`config.mk`:
```
export PLATFORM = sky130hd
export DESIGN_NAME = sdac_input_if
export DESIGN_NICKNAME = d
export VERILOG_FILES = /design/src/rtl/sdac_pkg.sv /design/src/rtl/sdac_sync2.sv /design/src/rtl/sdac_frame_rx.sv /design/src/rtl/sdac_code_hold.sv /design/src/rtl/sdac_input_if.sv
export SDC_FILE = /design/constraint.sdc
export NUM_CORES = 1
export LEC_CHECK = 0
export BUFFER_PORTS_ARGS = -buffer_cell sky130_fd_sc_hd__buf_4
export CELL_PAD_IN_SITES_DETAIL_PLACEMENT = 1
export CELL_PAD_IN_SITES_GLOBAL_PLACEMENT = 1
export CORE_MARGIN = 1
export CORE_UTILIZATION = 48
export CTS_BUF_LIST = sky130_fd_sc_hd__clkbuf_8
export DETAILED_ROUTE_END_ITERATION = 16
export PLACE_DENSITY_LB_ADDON = 0.1
export SYNTH_ARGS = -nofsm -noshare
export SYNTH_HDL_FRONTEND = slang
export SYNTH_SLANG_ARGS = --single-unit
```
`constraint.sdc`:
```
create_clock -name clk -period 2.6 [get_ports clk]
set_clock_uncertainty 0.15 [all_clocks]
set_input_delay 0.39 -clock clk [delete_from_list [all_inputs] [get_ports clk]]
set_output_delay 0.39 -clock clk [all_outputs]
set_load 0.01 [all_outputs]
```
`src/rtl/sdac_pkg.sv`:
```
// Shared types for the serial DAC code loader.
package sdac_pkg;
    // Selects the value the code register takes at reset.
    typedef enum logic {
        INIT_ZERO = 1'b0,
        INIT_MID  = 1'b1
    } init_sel_e;
endpackage

```
`src/rtl/sdac_sync2.sv`:
```
// Two-flop synchronizer for a bundle of independent asynchronous lines.
// Assumes each line is quasi-static relative to clk; no cross-bit coherence.
module sdac_sync2 #(
    parameter int          W       = 3,
    parameter logic [W-1:0] RST_VAL = '0
) (
    input  logic         clk,
    input  logic         rst_n,
    input  logic [W-1:0] d,
    output logic [W-1:0] q
);
    logic [W-1:0] meta_q;

    // Two register stages to settle metastability.
    always_ff @(posedge clk) begin
        if (!rst_n) begin
            meta_q <= RST_VAL;
            q      <= RST_VAL;
        end else begin
            meta_q <= d;
            q      <= meta_q;
        end
    end
endmodule

```
`src/rtl/sdac_frame_rx.sv`:
```
// Frame receiver: detects frame-select and serial-clock edges on
// synchronized lines, shifts data in and flags the final bit.
// Assumes CODE_LSB >= 1 and CODE_LSB + CODE_W <= FRAME_W.
// frame_done is combinational and valid in the cycle of the last falling edge;
// code_next is valid in that same cycle.
module sdac_frame_rx #(
    parameter int FRAME_W  = 24,
    parameter int CODE_W   = 18,
    parameter int CODE_LSB = 2
) (
    input  logic              clk,
    input  logic              rst_n,
    input  logic              sync_n_s,
    input  logic              sclk_s,
    input  logic              din_s,
    output logic              frame_done,
    output logic [CODE_W-1:0] code_next
);
    localparam int             CW     = $clog2(FRAME_W);
    localparam int             KEEP_W = CODE_LSB + CODE_W - 1;
    localparam logic [CW-1:0]  LAST   = CW'(FRAME_W - 1);

    logic              sync_n_d, sclk_d;
    logic              armed;
    logic [CW-1:0]     cnt;
    logic [KEEP_W-1:0] shreg;
    logic              sclk_fall, sync_fall, shift_en, last_bit;

    // Edge detection on the synchronized lines.
    always_comb begin
        sclk_fall = sclk_d & ~sclk_s;
        sync_fall = sync_n_d & ~sync_n_s;
        shift_en  = armed & sclk_fall & ~sync_n_s;
        last_bit  = (cnt == LAST);
    end

    assign frame_done = shift_en & last_bit;
    // Before the final shift, shreg[i] holds frame bit i+1.
    assign code_next  = shreg[KEEP_W-1 -: CODE_W];

    // Frame state: arming, bit counting, shifting, aborting.
    always_ff @(posedge clk) begin
        if (!rst_n) begin
            sync_n_d <= 1'b0;
            sclk_d   <= 1'b0;
            armed    <= 1'b0;
            cnt      <= '0;
            shreg    <= '0;
        end else begin
            sync_n_d <= sync_n_s;
            sclk_d   <= sclk_s;
            if (sync_n_s) begin
                armed <= 1'b0;
                cnt   <= '0;
                shreg <= '0;
            end else if (sync_fall) begin
                armed <= 1'b1;
                cnt   <= '0;
                shreg <= '0;
            end else if (shift_en) begin
                shreg <= {shreg[KEEP_W-2:0], din_s};
                if (last_bit) begin
                    armed <= 1'b0;
                    cnt   <= '0;
                end else begin
                    cnt <= cnt + CW'(1);
                end
            end
        end
    end

    // a high frame select leaves the receiver idle and empty.
    a_r5_abort_clears: assert property (@(posedge clk) disable iff (!rst_n)
        sync_n_s |=> (cnt == '0 && !armed));

    // the receiver arms only one cycle after a frame-select fall.
    a_r2_arm_on_fall: assert property (@(posedge clk) disable iff (!rst_n)
        $rose(armed) |-> $past(sync_n_d && !sync_n_s));

    // after the final bit the receiver stays disarmed.
    a_r6_disarm_after_done: assert property (@(posedge clk) disable iff (!rst_n)
        frame_done |=> !armed);
endmodule

```
`src/rtl/sdac_code_hold.sv`:
```
// DAC holding register: loads the extracted code on a frame strobe and
// emits a one-cycle update pulse aligned with the new value.
module sdac_code_hold
    import sdac_pkg::*;
#(
    parameter int        CODE_W = 18,
    parameter init_sel_e INIT   = INIT_ZERO
) (
    input  logic              clk,
    input  logic              rst_n,
    input  logic              load,
    input  logic [CODE_W-1:0] code_in,
    output logic [CODE_W-1:0] code_q,
    output logic              update_q
);
    localparam logic [CODE_W-1:0] INIT_VAL =
        (INIT == INIT_MID) ? {1'b1, {(CODE_W-1){1'b0}}} : '0;

    // Holding register and its strobe.
    always_ff @(posedge clk) begin
        if (!rst_n) begin
            code_q   <= INIT_VAL;
            update_q <= 1'b0;
        end else begin
            update_q <= load;
            if (load) begin
                code_q <= code_in;
            end
        end
    end

    // reset leaves the configured power-up code.
    a_r1_reset_value: assert property (@(posedge clk)
        !rst_n |=> (code_q == INIT_VAL && !update_q));

    // without a load the held code does not move.
    a_r4_hold_no_load: assert property (@(posedge clk) disable iff (!rst_n)
        !load |=> $stable(code_q));
endmodule

```
`src/rtl/sdac_input_if.sv`:
```
// Top of the serial DAC code loader: synchronizes the three serial lines,
// receives 24-bit frames and holds the 18-bit code.
// Assumes clk runs at least 4x the serial clock rate.
module sdac_input_if
    import sdac_pkg::*;
#(
    parameter int        FRAME_W  = 24,
    parameter int        CODE_W   = 18,
    parameter int        CODE_LSB = 2,
    parameter init_sel_e INIT     = INIT_ZERO
) (
    input  logic              clk,
    input  logic              rst_n,
    input  logic              sync_n_i,
    input  logic              sclk_i,
    input  logic              din_i,
    output logic [CODE_W-1:0] dac_code_o,
    output logic              update_o
);
    logic [2:0]        lines_s;
    logic              frame_done;
    logic [CODE_W-1:0] code_next;

    sdac_sync2 #(.W(3), .RST_VAL(3'b000)) sync_i (
        .clk   (clk),
        .rst_n (rst_n),
        .d     ({sync_n_i, sclk_i, din_i}),
        .q     (lines_s)
    );

    sdac_frame_rx #(
        .FRAME_W  (FRAME_W),
        .CODE_W   (CODE_W),
        .CODE_LSB (CODE_LSB)
    ) rx_i (
        .clk        (clk),
        .rst_n      (rst_n),
        .sync_n_s   (lines_s[2]),
        .sclk_s     (lines_s[1]),
        .din_s      (lines_s[0]),
        .frame_done (frame_done),
        .code_next  (code_next)
    );

    sdac_code_hold #(.CODE_W(CODE_W), .INIT(INIT)) hold_i (
        .clk      (clk),
        .rst_n    (rst_n),
        .load     (frame_done),
        .code_in  (code_next),
        .code_q   (dac_code_o),
        .update_q (update_o)
    );

    // the update strobe never lasts two cycles.
    a_r7_one_cycle: assert property (@(posedge clk) disable iff (!rst_n)
        update_o |=> !update_o);
endmodule

```
==> metrics.csv <==
metric;value;unit
outcome;finished, final reports clean;
top_layer;met4;
clk_path_buf_depth;2;
critPathLaunchType;register;
synthCells;216;
postCtsSetupBuffers;0;
slew_viol_final;0;
ys_ff_latch;52;
whs_path_depth;2;
cts_buffers;5;
holdWs;0.1411;ns
setup_viol;0;
cts_root_buf;clkbuf_8;
cts_max_level;2;
cpPeakStageDelay;0.57;ns
end_kind;register;
seq_power_share;0.611;
r2r_cells;4;
start_util;0.5097;
synth_top_cell_by_area;dfxtp_1;
hold_class;in -> reg;
ios;24;
wl_met2;1.989;mm
period_needed;1.785;ns
grt_max_degree;46;
fp.dieW;65.05;um
clk_latency;0.30;ns
diodes;0;
combPwrFrac;0.023;
synth_area_leaders;dfxtp_1, nand2_1, mux2i_1;
antenna_found_initial;0;
critPathSlowestCell;and4bb_2;
wl_per_cell;13.99;um
period_share;0.6866;
pwr-share-clk;0.367;
final_util;0.5852;
port_buffers;23;
drive_above_1_share;0.1574;
worstPathRequired;2.68;ns
pre_cts_slack;0.8091;ns
numClockSinks;52;
grt_setup_unrepaired;false;
ctsHoldBuffers;0;
route.met3.wl;130;um
vias;1447;
layout_commonest_cell;nand2_1;
powerDensity;600.7;nW/um^2
hpwl;2.683;mm
final_area;2191;um^2
die_h;65.05;um
postSynthNetCount;222;
vdd_drop_max;405.1;uV
grt_pass1_wl;6.637;mm
drt_wl_total;3.959;mm
slew_headroom;0.4002;
setup_ws;0.8148;ns
place_area;2095;um^2
crit_type;reg -> reg;
post-route-drc-count;0;
p_leak;0.7681;nW
place.gp.congestion;0.7086;
cts_tree;done;
max-cap-violations;0;
crit_chain;and4bb_2, and2_1, buf_4, mux2i_1;
gr-total-overflow;0;
nNetsFinal;241;
drt-initial-drc-count;31;
worstMarginPinSlew;0.8997;ns
num_rows;22;
clkTransAtPathRegs;0.09;ns
power.switching;0.2683;mW
grt_pass1_vias;1440;
intPower;1.048;mW
ys.warnings.count;0;
fmax;560.2;MHz
met1_length;1.788;mm
crit_fanout;22;
synth_area;1908;um^2
dr.pass1.iters;4;
mostFrequentLayoutCells;nand2_1, dfxtp_1, buf_4;
fillCellCount;456;
core-area;3744;um^2
netlist.area_leader.share;0.5456;
vias_per_cell;5.113;
tns;0;ns
ant_nets;0;
die_area;4232;um^2
synthToLayoutAreaGrowth;14.82;%
grt_use_total;0.2113;
worstPathArrival;1.86;ns
ys_seq_area_frac;0.5456;
syn_avg_cell_area;8.834;um^2
synthDistinctLibCells;24;
hold_viol_final;0;
switching_share;0.2039;
cts_resized;0;
## area by class of cell
cell class	count	area, um^2	share of cell area
multi-input cells	147	783.3	0.3575
well taps	48	60.06	0.02741
inverters	2	7.507	0.003427
repair buffers	27	202.7	0.09252
clock buffers	7	96.34	0.04397
flip-flops and latches	52	1041	0.4752
## Yosys cell counts
library cell / instances
inv_1: 2
ha_1: 1
mux2i_1: 18
buf_1: 1
a21oi_1: 23
clkbuf_1: 8
dfxtp_1: 52
a21oi_2: 1
and4b_1: 1
nand3_1: 1
and3_1: 1
or4_1: 1
and2b_1: 1
o21ai_0: 3
nand4bb_1: 1
and4bb_2: 1
o21ai_1: 1
or3_1: 2
buf_2: 4
buf_6: 2
nand2b_1: 1
nand2_1: 80
or4_4: 1
and2_1: 9
## state kept, by name, summed over array words and instances, names as in the netlist
name             count
hold_i.code_q       18
rx_i.cnt             5
sync_i.meta_q        3
rx_i.shreg          19
rx_i.armed           1
rx_i.sync_n_d        1
rx_i.sclk_d          1
hold_i.update_q      1
sync_i.q             3
## metrics by stage
stage,instances,power [mW]
global placement,276,0.8508
detailed placement,276,0.8528
finish,283,1.316
global route,283,1.363
floorplan,216,0.8442
CTS,283,1.331
## worst max-delay path: cells and delay by family (launching register included)
kind	cells	cell delay (ns)
muxes	1	0.21
buffers and inverters	1	0.22
DFF	1	0.34
and+or+nand+nor	2	0.78
## routing by layer
layer	up-vias	GRT usage
li1	731	-
met1	687	0.2470
met2	23	0.3724
met3	6	0.05810
met4	0	0.06522
met5	-	0
## power by group through the flow
stage          Combinational (mW)  Clock [mW]  Sequential [mW]
6_report                   0.0298       0.483            0.804
5_1_grt                    0.0337       0.525            0.804
4_1_cts                    0.0306       0.497            0.804
3_5_place_dp               0.0302           0            0.823
3_3_place_gp               0.0288           0            0.822
2_1_floorplan              0.0228           0            0.821
## cell families (layout without fill, tap and decap cells)
family	count (synthesis)	in the layout	share of synthesized area
compound gates	28	28	0.07541
fa+ha+maj	1	1	0.006556
buf+inv	17	36	0.04393
flops	52	52	0.5456
mux	18	18	0.09442
simple gates	100	100	0.2341
## final timing paths
path | startpoint | end | slack (ns)
hold reg to reg | sync_i.meta_q[0] | sync_i.q[0] | 0.29
setup / recovery | sync_i.q[2] | hold_i.code_q[11] | 0.81
setup reg to reg | sync_i.q[2] | hold_i.code_q[11] | 0.81
hold / removal | din_i | sync_i.meta_q[0] | 0.14
Power figures use the tool's default switching activity.
